==> config.mk <==
export PLATFORM = sky130hd
export DESIGN_NAME = irq_vec_unit
export DESIGN_NICKNAME = d
export VERILOG_FILES = /design/src/rtl/irq_vec_pkg.sv /design/src/rtl/irq_pend.sv /design/src/rtl/irq_sreg.sv /design/src/rtl/irq_ctrl.sv /design/src/rtl/irq_vec_unit.sv
export SDC_FILE = /design/constraint.sdc
export NUM_CORES = 1
export LEC_CHECK = 0
export ABC_CLOCK_PERIOD_IN_PS = 2250
export BUFFER_PORTS_ARGS = -buffer_cell sky130_fd_sc_hd__buf_2
export CORE_MARGIN = 2
export CORE_UTILIZATION = 52
export DETAILED_ROUTE_END_ITERATION = 8
export PLACE_DENSITY_LB_ADDON = 0.3
export SYNTH_ARGS = -nofsm -noshare
export SYNTH_HDL_FRONTEND = slang
export SYNTH_SLANG_ARGS = --single-unit
export TNS_END_PERCENT = 10
==> constraint.sdc <==
create_clock -name clk_i -period 2.25 [get_ports clk_i]
set_input_delay 0.1125 -clock clk_i [delete_from_list [all_inputs] [get_ports clk_i]]
set_output_delay 0.1125 -clock clk_i [all_outputs]
set_load 0.005 [all_outputs]
==> src/rtl/irq_vec_pkg.sv <==
package irq_vec_pkg;
  localparam int unsigned SR_AW = 4;
  localparam logic [SR_AW-1:0] SR_VEC_NUM   = 4'h0;
  localparam logic [SR_AW-1:0] SR_VEC_START = 4'h1;
  localparam logic [SR_AW-1:0] SR_DISP      = 4'h2;
  localparam logic [SR_AW-1:0] SR_MASK      = 4'hF;
  localparam int unsigned N_SRC = 2;
  typedef enum logic [0:0] {SRC_NUM = 1'b0, SRC_START = 1'b1} src_e;
endpackage

==> src/rtl/irq_pend.sv <==
module irq_pend #(
  parameter int unsigned N = 2
) (
  input  logic         clk_i,
  input  logic         rst_ni,
  input  logic [N-1:0] req_i,
  input  logic [N-1:0] clr_i,
  output logic [N-1:0] pend_o
);
  for (genvar g = 0; g < N; g++) begin : g_src
    logic pend_q;
    always_ff @(posedge clk_i or negedge rst_ni) begin
      if (!rst_ni) pend_q <= 1'b0;
      else         pend_q <= (pend_q & ~clr_i[g]) | req_i[g];
    end
    assign pend_o[g] = pend_q;
  end
endmodule

==> src/rtl/irq_sreg.sv <==
module irq_sreg
  import irq_vec_pkg::*;
#(
  parameter int unsigned DW = 16
) (
  input  logic             clk_i,
  input  logic             rst_ni,
  input  logic             we_i,
  input  logic [SR_AW-1:0] addr_i,
  input  logic [DW-1:0]    wdata_i,
  output logic [DW-1:0]    vec_num_o,
  output logic [DW-1:0]    vec_start_o,
  output logic [DW-1:0]    disp_o,
  output logic             mask_we_o,
  output logic             mask_bit_o
);
  logic [DW-1:0] vec_num_q, vec_start_q, disp_q;

  always_ff @(posedge clk_i or negedge rst_ni) begin
    if (!rst_ni) begin
      vec_num_q   <= '0;
      vec_start_q <= '0;
      disp_q      <= '0;
    end else if (we_i) begin
      case (addr_i)
        SR_VEC_NUM:   vec_num_q   <= wdata_i;
        SR_VEC_START: vec_start_q <= wdata_i;
        SR_DISP:      disp_q      <= wdata_i;
        default: ;
      endcase
    end
  end

  assign vec_num_o   = vec_num_q;
  assign vec_start_o = vec_start_q;
  assign disp_o      = disp_q;
  assign mask_we_o   = we_i && (addr_i == SR_MASK);
  assign mask_bit_o  = wdata_i[0];
endmodule

==> src/rtl/irq_ctrl.sv <==
module irq_ctrl
  import irq_vec_pkg::*;
#(
  parameter int unsigned PC_W = 16
) (
  input  logic             clk_i,
  input  logic             rst_ni,
  input  logic             bound_i,
  input  logic [N_SRC-1:0] pend_i,
  input  logic             maski_i,
  input  logic             rfi_i,
  input  logic             mask_we_i,
  input  logic             mask_bit_i,
  input  logic [PC_W-1:0]  pc_i,
  input  logic [PC_W-1:0]  vec_num_i,
  input  logic [PC_W-1:0]  vec_start_i,
  output logic [N_SRC-1:0] clr_o,
  output logic             take_o,
  output logic             pc_load_o,
  output logic [PC_W-1:0]  pc_o,
  output logic             mask_o,
  output logic             busy_o,
  output logic             rfi_stage_o
);
  logic            mask_q, busy_q, rfi_q;
  logic [PC_W-1:0] ret_q;
  src_e            win;

  // number source has fixed priority
  assign win    = pend_i[SRC_NUM] ? SRC_NUM : SRC_START;
  assign take_o = bound_i && !mask_q && !rfi_q && (|pend_i);

  always_comb begin
    clr_o = '0;
    if (take_o) clr_o[win] = 1'b1;
  end

  assign pc_load_o = take_o || rfi_q;
  assign pc_o      = rfi_q ? ret_q : ((win == SRC_NUM) ? vec_num_i : vec_start_i);

  always_ff @(posedge clk_i or negedge rst_ni) begin
    if (!rst_ni) begin
      mask_q <= 1'b1;
      busy_q <= 1'b0;
      rfi_q  <= 1'b0;
      ret_q  <= '0;
    end else begin
      rfi_q <= rfi_i && !rfi_q && !take_o;
      if (take_o) ret_q <= pc_i;
      // the finishing return cycle has the highest priority on mask and busy
      if (rfi_q) begin
        mask_q <= 1'b0;
        busy_q <= 1'b0;
      end else if (take_o) begin
        mask_q <= 1'b1;
        busy_q <= 1'b1;
      end else if (maski_i) begin
        mask_q <= !mask_q;
      end else if (mask_we_i) begin
        mask_q <= mask_bit_i;
      end
    end
  end

  assign mask_o      = mask_q;
  assign busy_o      = busy_q;
  assign rfi_stage_o = rfi_q;
endmodule

==> src/rtl/irq_vec_unit.sv <==
module irq_vec_unit
  import irq_vec_pkg::*;
#(
  parameter int unsigned PC_W = 16
) (
  input  logic             clk_i,
  input  logic             rst_ni,
  input  logic             req_num_i,
  input  logic             req_start_i,
  input  logic             bound_i,
  input  logic [PC_W-1:0]  pc_i,
  input  logic             maski_i,
  input  logic             rfi_i,
  input  logic             sr_we_i,
  input  logic [SR_AW-1:0] sr_addr_i,
  input  logic [PC_W-1:0]  sr_wdata_i,
  output logic             take_o,
  output logic             pc_load_o,
  output logic [PC_W-1:0]  pc_o,
  output logic             mask_o,
  output logic             busy_o,
  output logic [PC_W-1:0]  disp_o
);
  logic [N_SRC-1:0] req, pend, clr;
  logic [PC_W-1:0]  vec_num, vec_start;
  logic             mask_we, mask_bit, rfi_stage;

  assign req[SRC_NUM]   = req_num_i;
  assign req[SRC_START] = req_start_i;

  irq_pend #(.N(N_SRC)) u_pend (
    .clk_i (clk_i),
    .rst_ni(rst_ni),
    .req_i (req),
    .clr_i (clr),
    .pend_o(pend)
  );

  irq_sreg #(.DW(PC_W)) u_sreg (
    .clk_i      (clk_i),
    .rst_ni     (rst_ni),
    .we_i       (sr_we_i),
    .addr_i     (sr_addr_i),
    .wdata_i    (sr_wdata_i),
    .vec_num_o  (vec_num),
    .vec_start_o(vec_start),
    .disp_o     (disp_o),
    .mask_we_o  (mask_we),
    .mask_bit_o (mask_bit)
  );

  irq_ctrl #(.PC_W(PC_W)) u_ctrl (
    .clk_i      (clk_i),
    .rst_ni     (rst_ni),
    .bound_i    (bound_i),
    .pend_i     (pend),
    .maski_i    (maski_i),
    .rfi_i      (rfi_i),
    .mask_we_i  (mask_we),
    .mask_bit_i (mask_bit),
    .pc_i       (pc_i),
    .vec_num_i  (vec_num),
    .vec_start_i(vec_start),
    .clr_o      (clr),
    .take_o     (take_o),
    .pc_load_o  (pc_load_o),
    .pc_o       (pc_o),
    .mask_o     (mask_o),
    .busy_o     (busy_o),
    .rfi_stage_o(rfi_stage)
  );
endmodule

==> impl_metrics.xml, run 1 <==
<?xml version="1.0" encoding="UTF-8"?>
<metrics>
  <group name="timing">
    <metric name="timing.final.ws_setup" unit="ns">0.478</metric>
    <metric name="fin_crit_sh" unit="">0.788</metric>
    <metric name="final-hold-violation-count" unit="">0</metric>
    <metric name="fmax" unit="MHz">564</metric>
    <metric name="slew_limit_fails" unit="">0</metric>
    <metric name="timing_worst_slew_pin_value" unit="ns">0.439</metric>
    <metric name="min_cycle_time_layout" unit="ns">1.77</metric>
    <metric name="unrepaired_setup_endpoints_after_global_routing" unit="">false</metric>
    <metric name="finalSetupViolations" unit="">0</metric>
    <metric name="setup_tns" unit="ns">0</metric>
    <metric name="clock-skew-final" unit="ns">0.00465</metric>
    <metric name="timing.max_slew.rel_slack" unit="">0.707</metric>
  </group>
  <group name="die">
    <metric name="fp.coreArea" unit="sq um">5540</metric>
    <metric name="initial_utilization" unit="">0.543</metric>
    <metric name="die_x" unit="microns">80.1</metric>
    <metric name="io_pins" unit="">80</metric>
    <metric name="fp.dieArea" unit="sq um">6410</metric>
    <metric name="y_dimension_of_the_die" unit="microns">80.1</metric>
    <metric name="fp-row-count" unit="">27</metric>
  </group>
  <group name="cells_and_area">
    <metric name="final_area" unit="sq um">3770</metric>
    <metric name="nets" unit="">359</metric>
    <metric name="mostFrequentLayoutCells" unit="">sky130_fd_sc_hd__buf_2, sky130_fd_sc_hd__dfrtp_1, sky130_fd_sc_hd__mux2_2</metric>
    <metric name="number_of_fillers_in_the_final_layout" unit="">448</metric>
    <metric name="n_antenna_cell" unit="">0</metric>
    <metric name="drive_gt1_frac" unit="">0.517</metric>
    <metric name="final_common_cell" unit="">sky130_fd_sc_hd__buf_2</metric>
    <metric name="areaGrowthSynthToFinish" unit="%">25.2</metric>
  </group>
  <group name="status">
    <metric name="outcome" unit="">finished, final reports clean</metric>
  </group>
  <group name="critical_path">
    <metric name="rr_endpoint" unit="">u_ctrl.ret_q[9]</metric>
    <metric name="critical_path.cell_chain" unit="">or4_4 -&gt; inv_1 -&gt; buf_2</metric>
    <metric name="crit_path_top_delay_cell" unit="">sky130_fd_sc_hd__or4_4</metric>
    <metric name="crit_path_end_kind" unit="">primary output</metric>
    <metric name="crit_cells" unit="">3</metric>
    <metric name="arrival" unit="ns">1.66</metric>
    <metric name="start_kind" unit="">flop</metric>
    <metric name="worst-r2r-cell-count" unit="">2</metric>
    <metric name="family_of_cells_with_the_greatest_summed_delay_on_the_critical_path" unit="">simple AND/OR/NAND/NOR gates</metric>
    <metric name="r2r_setup_slack" unit="ns">0.69</metric>
    <metric name="crit_buf_inv" unit="">2</metric>
    <metric name="timing.critical_path.fanout_max" unit="">18</metric>
    <metric name="r2r_start" unit="">u_ctrl.rfi_stage_o</metric>
    <metric name="crit_path_max_incr_delay" unit="ns">0.71</metric>
    <metric name="timing.setup.critical_path_class" unit="">flop to primary output</metric>
    <metric name="critPathRequiredTime" unit="ns">2.14</metric>
  </group>
  <group name="grt">
    <metric name="grt_util_all_layers" unit="">0.214</metric>
    <metric name="via_count_of_the_first_global_routing_pass" unit="">2060</metric>
    <metric name="wire_length_of_the_first_global_routing_pass" unit="microns">10100</metric>
    <metric name="grt_start_max_net_pins" unit="">38</metric>
    <metric name="grt-ovfl-total" unit="">0</metric>
    <metric name="grt_antenna_before_repair" unit="">0</metric>
  </group>
  <group name="clocking">
    <metric name="htreeDepth" unit="">3</metric>
    <metric name="clk-insertion-delay-late" unit="ns">0.34</metric>
    <metric name="post-cts-setup-buffers" unit="">0</metric>
    <metric name="post_cts_resize_count" unit="">0</metric>
    <metric name="clk_pin_slew_worst_paths" unit="ns">0.07</metric>
    <metric name="cts-buffers-inserted" unit="">9</metric>
    <metric name="cts.path.max_buffers" unit="">2</metric>
    <metric name="root_buffer" unit="">sky130_fd_sc_hd__clkbuf_8</metric>
    <metric name="cts_tree" unit="">built</metric>
    <metric name="cts_sinks" unit="">69</metric>
  </group>
  <group name="job">
    <metric name="maxCapViolations" unit="">0</metric>
  </group>
  <group name="detailed_routing">
    <metric name="wl_per_cell" unit="microns">15.9</metric>
    <metric name="detailedRoute.firstPassIterationCount" unit="">4</metric>
    <metric name="route.vias.total" unit="">2047</metric>
    <metric name="route.detailed.drc" unit="">0</metric>
    <metric name="antenna_left" unit="">0</metric>
    <metric name="detailedRoute.firstIterationViolations" unit="">93</metric>
    <metric name="detail_route.wirelength" unit="microns">6220</metric>
    <metric name="vias_per_cell" unit="">5.24</metric>
  </group>
  <group name="synth">
    <metric name="portion_of_the_post_synthesis_area_used_by_sequential_elements" unit="">0.574</metric>
    <metric name="synth_cells" unit="">218</metric>
    <metric name="yosys_warnings" unit="">0</metric>
    <metric name="synth_area" unit="sq um">3010</metric>
    <metric name="syn-mean-instance-area" unit="sq um">13.8</metric>
    <metric name="yosys.cell_types.count" unit="">26</metric>
    <metric name="synth_nets" unit="">262</metric>
    <metric name="synth-seq-cells" unit="">69</metric>
  </group>
  <group name="placement">
    <metric name="routabilityCongestion" unit="">0.717</metric>
    <metric name="dp_worst_setup_slack" unit="ns">0.589</metric>
    <metric name="port-buffer-count" unit="">79</metric>
    <metric name="post_dp_cell_area" unit="sq um">3470</metric>
    <metric name="place.detailed.hpwl" unit="microns">4190</metric>
  </group>
  <group name="power">
    <metric name="share_comb_of_total_power" unit="">0.249</metric>
    <metric name="power.internal" unit="uW">2630</metric>
    <metric name="power.static_leakage" unit="uW">0.00190</metric>
    <metric name="power.share.clock" unit="">0.261</metric>
    <metric name="power_frac_seq" unit="">0.490</metric>
    <metric name="worst_ir_drop_vdd" unit="mV">0.478</metric>
    <metric name="power.share.switching" unit="">0.269</metric>
    <metric name="p_sw" unit="uW">967</metric>
    <metric name="powerDensity" unit="nW/um^2">954</metric>
  </group>
  <group name="hold_path">
    <metric name="min_from" unit="">pc_i[4]</metric>
    <metric name="worstHoldPathType" unit="">input pin to flop</metric>
    <metric name="hold_worst_path_end" unit="">u_ctrl.ret_q[4]</metric>
    <metric name="worst_hold_path.num_cells" unit="">2</metric>
  </group>
</metrics>
==> sequential cells by signal (all words and copies together) (netlist names) <==
name / cells
u_sreg.vec_start_o: 16
u_sreg.disp_o: 16
u_sreg.vec_num_o: 16
u_ctrl.busy_o: 1
u_ctrl.mask_o: 1
u_ctrl.rfi_stage_o: 1
u_ctrl.ret_q: 16
u_pend.g_src.pend_q: 2
==> final cells by class <==
cell class,instances,area [sq um],area share
well taps,72,90.1,0.0239
clock inverters,2,35.0,0.00930
multi-input cells,132,1190,0.315
inverters,5,18.8,0.00498
flip-flops and latches,69,1730,0.459
clock buffers,13,139,0.0369
repair buffers,98,568,0.151
==> timing repair <==
item                                   CTS  global route
endpoints found under the hold margin   79             0
hold buffers                            12             0
setup endpoints to repair                0             0
==> power groups by stage <==
stage | clock [uW] | combinational [uW] | sequential, uW
3_3_place_gp | 0 | 867 | 1760
3_5_place_dp | 0 | 894 | 1780
6_report | 939 | 895 | 1760
4_1_cts | 960 | 911 | 1760
2_1_floorplan | 0 | 571 | 1740
5_1_grt | 1010 | 990 | 1800
==> cell families (layout without fill, tap and decap cells) <==
kind of cell	after synthesis	in the layout	share of synthesized area
AND/OR/NAND/NOR	30	30	0.0503
AO/OA/AOI/OAI	22	22	0.0408
multiplexers	80	80	0.303
buffers and inverters	17	118	0.0316
flip-flops	69	69	0.574
==> cell usage after synthesis (all sizes together) <==
library cell  number  area share
a21o               2      0.0050
a21oi              1      0.0017
a41oi              1      0.0029
and3b              1      0.0029
buf                8       0.020
clkbuf             4      0.0050
dfrtp             68        0.57
dfstp              1      0.0087
inv                5      0.0062
mux2              64        0.25
mux2i             16       0.053
nand2             18       0.022
nand2b             2      0.0042
nand3              1      0.0017
nand4b             1      0.0029
nor2               2      0.0033
nor2b              1      0.0021
nor4b              1      0.0029
o21ai             17       0.028
o41ai              1      0.0029
or3                2      0.0042
or4                1      0.0037
==> layer usage <==
layer,global-route usage,vias up,wire length (microns)
li1,-,956,-
met2,0.345,55,3130
met4,0.120,0,105
met5,0,-,0
met1,0.275,1028,2720
met3,0.0371,8,264
==> per-stage QoR <==
stage | util | cells | hold slack, ns | power, uW
floorplan | - | 218 | -0.183 | 2310
global placement | 0.627 | 364 | -0.0529 | 2630
detailed placement | 0.627 | 364 | -0.0495 | 2670
CTS | 0.680 | 391 | 0.000337 | 3630
global route | 0.680 | 391 | 0.00570 | 3810
finish | 0.680 | 391 | 0.00818 | 3590
==> worst max-delay path by stage <==
stage / startpoint / end / slack [ns]
2_1_floorplan: u_pend.g_src[0].pend_q / u_ctrl.ret_q[10] / 0.63
3_3_place_gp: u_ctrl.rfi_stage_o / u_ctrl.ret_q[12] / 0.70
3_5_place_dp: sr_addr_i[0] / u_sreg.vec_num_o[12] / 0.59
4_1_cts: u_ctrl.rfi_stage_o / take_o / 0.46
5_1_grt: u_ctrl.rfi_stage_o / take_o / 0.41
6_report: u_ctrl.rfi_stage_o / take_o / 0.48
No activity file was read; power rests on OpenSTA's default activity.
==> run 2, diff against run 1 <==
ABC_CLOCK_PERIOD_IN_PS = 1450   (was 2250)
CORE_UTILIZATION = 47   (was 52)
clock period = 1.45 ns   (was 2.25 ns; I/O delays follow)
==> impl_metrics.xml, run 2 (synthesis gave the netlist of run 1 again) <==
<?xml version="1.0" encoding="UTF-8"?>
<metrics>
  <group name="status">
    <metric name="outcome" unit="">complete, but fails checks</metric>
    <metric name="violated_checks" unit="">negative setup slack</metric>
  </group>
  <group name="die">
    <metric name="initial_utilization" unit="">0.479</metric>
    <metric name="io_pins" unit="">80</metric>
    <metric name="fp-row-count" unit="">29</metric>
    <metric name="y_dimension_of_the_die" unit="microns">84</metric>
    <metric name="fp.coreArea" unit="sq um">6280</metric>
    <metric name="die_x" unit="microns">84</metric>
    <metric name="fp.dieArea" unit="sq um">7060</metric>
  </group>
  <group name="clocking">
    <metric name="root_buffer" unit="">sky130_fd_sc_hd__clkbuf_8</metric>
    <metric name="cts_tree" unit="">built</metric>
    <metric name="cts_sinks" unit="">69</metric>
    <metric name="cts.path.max_buffers" unit="">2</metric>
    <metric name="clk-insertion-delay-late" unit="ns">0.33</metric>
    <metric name="cts-buffers-inserted" unit="">9</metric>
    <metric name="clk_pin_slew_worst_paths" unit="ns">0.08</metric>
    <metric name="htreeDepth" unit="">3</metric>
  </group>
  <group name="detailed_routing">
    <metric name="antenna_left" unit="">0</metric>
    <metric name="detailedRoute.firstPassIterationCount" unit="">4</metric>
    <metric name="route.detailed.drc" unit="">0</metric>
    <metric name="wl_per_cell" unit="microns">15.2</metric>
    <metric name="vias_per_cell" unit="">4.99</metric>
    <metric name="detailedRoute.firstIterationViolations" unit="">124</metric>
    <metric name="detail_route.wirelength" unit="microns">6470</metric>
    <metric name="route.vias.total" unit="">2120</metric>
  </group>
  <group name="timing">
    <metric name="fmax" unit="MHz">643</metric>
    <metric name="timing.max_slew.rel_slack" unit="">0.738</metric>
    <metric name="timing_worst_slew_pin_value" unit="ns">0.388</metric>
    <metric name="setup_tns" unit="ns">-2.02</metric>
    <metric name="slew_limit_fails" unit="">0</metric>
    <metric name="min_cycle_time_layout" unit="ns">1.55</metric>
    <metric name="fin_crit_sh" unit="">1.07</metric>
    <metric name="finalSetupViolations" unit="">34</metric>
    <metric name="timing.final.ws_setup" unit="ns">-0.105</metric>
    <metric name="unrepaired_setup_endpoints_after_global_routing" unit="">true</metric>
    <metric name="clock-skew-final" unit="ns">0.00886</metric>
    <metric name="final-hold-violation-count" unit="">0</metric>
  </group>
  <group name="hold_path">
    <metric name="worstHoldPathType" unit="">input pin to flop</metric>
  </group>
  <group name="grt">
    <metric name="grt-ovfl-total" unit="">0</metric>
    <metric name="grt_util_all_layers" unit="">0.197</metric>
    <metric name="wire_length_of_the_first_global_routing_pass" unit="microns">10700</metric>
    <metric name="via_count_of_the_first_global_routing_pass" unit="">2202</metric>
    <metric name="grt_start_max_net_pins" unit="">70</metric>
    <metric name="grt_antenna_before_repair" unit="">0</metric>
  </group>
  <group name="cells_and_area">
    <metric name="mostFrequentLayoutCells" unit="">sky130_fd_sc_hd__buf_2, sky130_fd_sc_hd__dfrtp_1, sky130_fd_sc_hd__mux2_2</metric>
    <metric name="n_antenna_cell" unit="">0</metric>
    <metric name="final-instance-count-excl-fill" unit="">425</metric>
    <metric name="drive_gt1_frac" unit="">0.506</metric>
    <metric name="final_area" unit="sq um">4130</metric>
    <metric name="number_of_fillers_in_the_final_layout" unit="">498</metric>
    <metric name="final_common_cell" unit="">sky130_fd_sc_hd__buf_2</metric>
    <metric name="areaGrowthSynthToFinish" unit="%">37.2</metric>
    <metric name="nets" unit="">387</metric>
  </group>
  <group name="placement">
    <metric name="place.detailed.hpwl" unit="microns">4140</metric>
    <metric name="port-buffer-count" unit="">79</metric>
    <metric name="routabilityCongestion" unit="">0.744</metric>
    <metric name="post_dp_cell_area" unit="sq um">3550</metric>
    <metric name="placed_cells_incl_taps" unit="">373</metric>
  </group>
  <group name="power">
    <metric name="power.static_leakage" unit="uW">0.00206</metric>
    <metric name="powerDensity" unit="nW/um^2">1400</metric>
    <metric name="worst_ir_drop_vdd" unit="mV">0.838</metric>
  </group>
  <group name="job">
    <metric name="maxCapViolations" unit="">0</metric>
  </group>
  <group name="critical_path">
    <metric name="timing.setup.critical_path_class" unit="">flop to flop</metric>
    <metric name="critPathRequiredTime" unit="ns">1.67</metric>
    <metric name="timing.critical_path.fanout_max" unit="">13</metric>
    <metric name="arrival" unit="ns">1.77</metric>
    <metric name="crit_path_end_kind" unit="">flop</metric>
    <metric name="start_kind" unit="">flop</metric>
  </group>
</metrics>
run 2: cell count changes in the layout (fill, tap and decap cells not counted), moves of 2 or more:
cell | before | now
sky130_fd_sc_hd__dlygate4sd3_1 | 12 | 33
sky130_fd_sc_hd__o21ai_1 | 0 | 16
sky130_fd_sc_hd__buf_12 | 0 | 5
sky130_fd_sc_hd__o21ai_0 | 17 | 1
sky130_fd_sc_hd__buf_4 | 7 | 9
sky130_fd_sc_hd__clkbuf_1 | 4 | 2
run 2: layout make-up:
class / count / area [sq um] / area share
Tap cell: 77 / 96.3 / 0.0233
Sequential cell: 69 / 1730 / 0.419
Multi-Input combinational cell: 132 / 1200 / 0.290
Clock inverter: 4 / 47.5 / 0.0115
Clock buffer: 12 / 145 / 0.0352
Inverter: 5 / 18.8 / 0.00455
Timing Repair Buffer: 126 / 893 / 0.216
run 2: final timing paths:
check | start | to | slack, ns | cells after the start
max in group asynchronous | rst_ni | u_ctrl.mask_o | 0.84 | 3
worst min-delay path | sr_wdata_i[10] | u_sreg.disp_o[10] | 0.02 | 2
worst max-delay path | u_ctrl.mask_o | u_ctrl.ret_q[14] | -0.10 | 3
worst max register to register | u_ctrl.mask_o | u_ctrl.ret_q[14] | -0.10 | 3
worst min register to register | u_sreg.disp_o[2] | u_sreg.disp_o[2] | 0.50 | 1
min in group asynchronous | rst_ni | u_sreg.disp_o[4] | 0.29 | 3
run 2: what timing repair did:
item | in CTS | in global routing
endpoints found under the hold margin | 122 | 0
pin swaps | 1 | 3
resized for setup | 20 | 0
buffers inserted | 3 | 0
hold buffers | 33 | 0
setup endpoints to repair | 35 | 35
run 2: routing by layer:
layer,GRT usage,share of wire
met5,0,0
met4,0.0909,0.020
met3,0.0366,0.026
met2,0.330,0.51
met1,0.248,0.45
run 2: report_power, final:
group	switching [uW]	internal (uW)
Sequential	268	2450
Combinational	594	945
Clock	681	837
run 2: critical path, cell delays in order (launching register included):
cell and delay (ns):
sky130_fd_sc_hd__dfstp_2 0.37, sky130_fd_sc_hd__or4_4 0.59, sky130_fd_sc_hd__buf_12 0.18, sky130_fd_sc_hd__mux2_4 0.29
run 2: stage by stage:
| stage | total power (uW) | utilization | hold WS (ns) | setup WS [ns] |
|---|---|---|---|---|
| after floorplan | 3590 | - | -0.223 | -0.156 |
| after global placement | 4090 | 0.566 | 0.120 | -0.0797 |
| after detailed placement | 4170 | 0.566 | 0.125 | -0.112 |
| after CTS | 5860 | 0.657 | 0.000799 | -0.105 |
| after global routing | 6130 | 0.657 | 0.00239 | -0.154 |
| final | 5780 | 0.657 | 0.0158 | -0.105 |
==> run 3, diff against run 2 <==
--- a/config.mk
+++ b/config.mk
@@ -11,4 +11,5 @@
 export CORE_UTILIZATION = 47
 export DETAILED_ROUTE_END_ITERATION = 8
+export MAX_ROUTING_LAYER = met4
 export PLACE_DENSITY_LB_ADDON = 0.3
 export SYNTH_ARGS = -nofsm -noshare
==> constraint.sdc (replaced) <==
create_clock -name clk_i -period 1.45 [get_ports clk_i]
set_input_delay 0.29 -clock clk_i [delete_from_list [all_inputs] [get_ports clk_i]]
set_output_delay 0.29 -clock clk_i [all_outputs]
set_load 0.005 [all_outputs]
==> impl_metrics.xml, run 3 (synthesis gave the netlist of run 1 again) <==
<?xml version="1.0" encoding="UTF-8"?>
<metrics>
  <group name="placement">
    <metric name="routabilityCongestion" unit="">0.810</metric>
    <metric name="place.detailed.hpwl" unit="microns">4180</metric>
    <metric name="port-buffer-count" unit="">79</metric>
  </group>
  <group name="detailed_routing">
    <metric name="detailedRoute.firstIterationViolations" unit="">92</metric>
    <metric name="wl_per_cell" unit="microns">15.4</metric>
    <metric name="detailedRoute.firstPassIterationCount" unit="">4</metric>
    <metric name="vias_per_cell" unit="">5.10</metric>
    <metric name="detail_route.wirelength" unit="microns">6130</metric>
    <metric name="route.vias.total" unit="">2023</metric>
    <metric name="antenna_left" unit="">0</metric>
    <metric name="route.detailed.drc" unit="">0</metric>
  </group>
  <group name="grt">
    <metric name="grt_use_met2" unit="">0.298</metric>
    <metric name="grt_use_met3" unit="">0.0326</metric>
    <metric name="grt_antenna_before_repair" unit="">0</metric>
    <metric name="grt_start_max_net_pins" unit="">70</metric>
    <metric name="grt_util_all_layers" unit="">0.193</metric>
    <metric name="global_route.peak_usage_layer" unit="">met2</metric>
    <metric name="wire_length_of_the_first_global_routing_pass" unit="microns">10300</metric>
    <metric name="via_count_of_the_first_global_routing_pass" unit="">2156</metric>
    <metric name="groute.layer.met1.usage" unit="">0.252</metric>
    <metric name="grt-ovfl-total" unit="">0</metric>
  </group>
  <group name="power">
    <metric name="powerDensity" unit="nW/um^2">1520</metric>
    <metric name="worst_ir_drop_vdd" unit="mV">0.854</metric>
    <metric name="power.static_leakage" unit="uW">0.00196</metric>
  </group>
  <group name="die">
    <metric name="fp.dieArea" unit="sq um">7060</metric>
    <metric name="die_x" unit="microns">84</metric>
    <metric name="fp-row-count" unit="">29</metric>
    <metric name="fp.coreArea" unit="sq um">6280</metric>
    <metric name="io_pins" unit="">80</metric>
    <metric name="y_dimension_of_the_die" unit="microns">84</metric>
    <metric name="initial_utilization" unit="">0.479</metric>
  </group>
  <group name="timing">
    <metric name="min_cycle_time_layout" unit="ns">1.82</metric>
    <metric name="clock-skew-final" unit="ns">0.00755</metric>
    <metric name="final-hold-violation-count" unit="">0</metric>
    <metric name="fin_crit_sh" unit="">1.25</metric>
    <metric name="timing.final.ws_setup" unit="ns">-0.365</metric>
    <metric name="timing.hold.ws" unit="ns">0.149</metric>
    <metric name="finalSetupViolations" unit="">35</metric>
    <metric name="fmax" unit="MHz">551</metric>
    <metric name="setup_tns" unit="ns">-7.33</metric>
    <metric name="unrepaired_setup_endpoints_after_global_routing" unit="">true</metric>
    <metric name="timing_worst_slew_pin_value" unit="ns">0.396</metric>
    <metric name="slew_limit_fails" unit="">0</metric>
    <metric name="timing.max_slew.rel_slack" unit="">0.733</metric>
  </group>
  <group name="clocking">
    <metric name="cts.path.max_buffers" unit="">2</metric>
    <metric name="cts_tree" unit="">built</metric>
    <metric name="cts_sinks" unit="">69</metric>
    <metric name="cts-buffers-inserted" unit="">9</metric>
    <metric name="htreeDepth" unit="">3</metric>
    <metric name="clk-insertion-delay-late" unit="ns">0.34</metric>
    <metric name="clk_pin_slew_worst_paths" unit="ns">0.07</metric>
    <metric name="root_buffer" unit="">sky130_fd_sc_hd__clkbuf_8</metric>
  </group>
  <group name="cells_and_area">
    <metric name="areaGrowthSynthToFinish" unit="%">28.9</metric>
    <metric name="drive_gt1_frac" unit="">0.572</metric>
    <metric name="final_common_cell" unit="">sky130_fd_sc_hd__buf_2</metric>
    <metric name="mostFrequentLayoutCells" unit="">sky130_fd_sc_hd__buf_2, sky130_fd_sc_hd__dfrtp_1, sky130_fd_sc_hd__mux2_2</metric>
    <metric name="number_of_fillers_in_the_final_layout" unit="">531</metric>
    <metric name="n_antenna_cell" unit="">0</metric>
    <metric name="nets" unit="">359</metric>
  </group>
  <group name="critical_path">
    <metric name="timing.setup.critical_path_class" unit="">flop to primary output</metric>
    <metric name="timing.critical_path.fanout_max" unit="">2</metric>
    <metric name="arrival" unit="ns">1.53</metric>
    <metric name="start_kind" unit="">flop</metric>
    <metric name="crit_path_end_kind" unit="">primary output</metric>
    <metric name="critPathRequiredTime" unit="ns">1.16</metric>
  </group>
  <group name="status">
    <metric name="violated_checks" unit="">negative setup slack</metric>
    <metric name="outcome" unit="">complete, but fails checks</metric>
  </group>
  <group name="hold_path">
    <metric name="worstHoldPathType" unit="">input pin to flop</metric>
  </group>
  <group name="job">
    <metric name="maxCapViolations" unit="">0</metric>
  </group>
</metrics>
run 3: cell types whose count changed in the layout (fill, tap and decap cells not counted), sizes merged:
cell / before / now
inv: 5 / 4
clkinv: 2 / 5
buf: 93 / 96
clkbuf: 12 / 11
dlygate4sd3: 33 / 1
clkinvlp: 1 / 0
bufinv: 1 / 2
run 3: through the flow:
step,cell area (sq um),cells,total power (uW),util,setup WS (ns)
2_1_floorplan,3020,218,3590,-,-0.156
3_3_place_gp,3580,377,4130,0.570,-0.268
3_5_place_dp,3580,377,4200,0.570,-0.252
4_1_cts,3820,395,5910,0.609,-0.392
5_1_grt,3880,397,6260,0.618,-0.400
6_report,3880,397,5900,0.618,-0.365
run 3: repair_timing:
action	CTS	global route
resized for setup	3	14
pin swaps	2	0
hold buffers	1	0
cloned	0	1
endpoints found under the setup margin	34	35
setup buffers	1	1
endpoints found under the hold margin	68	0
run 3: critical path, cell delays in order, from the launching register on:
cell and delay [ns]:
sky130_fd_sc_hd__dfstp_2 0.37, sky130_fd_sc_hd__or4_4 0.56, sky130_fd_sc_hd__buf_12 0.15, sky130_fd_sc_hd__clkinv_4 0.03, sky130_fd_sc_hd__buf_6 0.07
run 3: path summary, 6_finish.rpt:
check / to / slack, ns / cells after the start / start
max in group asynchronous: u_ctrl.mask_o / 0.63 / 3 / rst_ni
min in group asynchronous: u_sreg.vec_start_o[4] / 0.50 / 3 / rst_ni
setup / recovery: take_o / -0.37 / 4 / u_ctrl.mask_o
setup reg to reg: u_ctrl.ret_q[14] / -0.26 / 4 / u_ctrl.mask_o
hold reg to reg: u_sreg.disp_o[2] / 0.50 / 1 / u_sreg.disp_o[2]
hold / removal: u_pend.g_src[1].pend_q / 0.15 / 2 / req_start_i
run 3: area by class of cell:
type	instances	area [sq um]	share of cell area
inverters	5	23.8	0.00613
clock inverters	6	87.6	0.0226
repair buffers	98	614	0.158
multi-input cells	132	1200	0.309
flip-flops and latches	69	1730	0.446
clock buffers	10	128	0.0329
well taps	77	96.3	0.0249
run 3: routing by layer:
| metal | wire [microns] | part of all wire |
|---|---|---|
| met5 | 0 | 0 |
| met4 | 126 | 0.021 |
| met3 | 245 | 0.040 |
| met2 | 3060 | 0.50 |
| met1 | 2700 | 0.44 |
run 3: power breakdown:
group	total (uW)	switching (uW)	internal [uW]
clock	1680	716	969
combinational	1490	579	914
sequential	2720	269	2450
total	5900	1560	4330
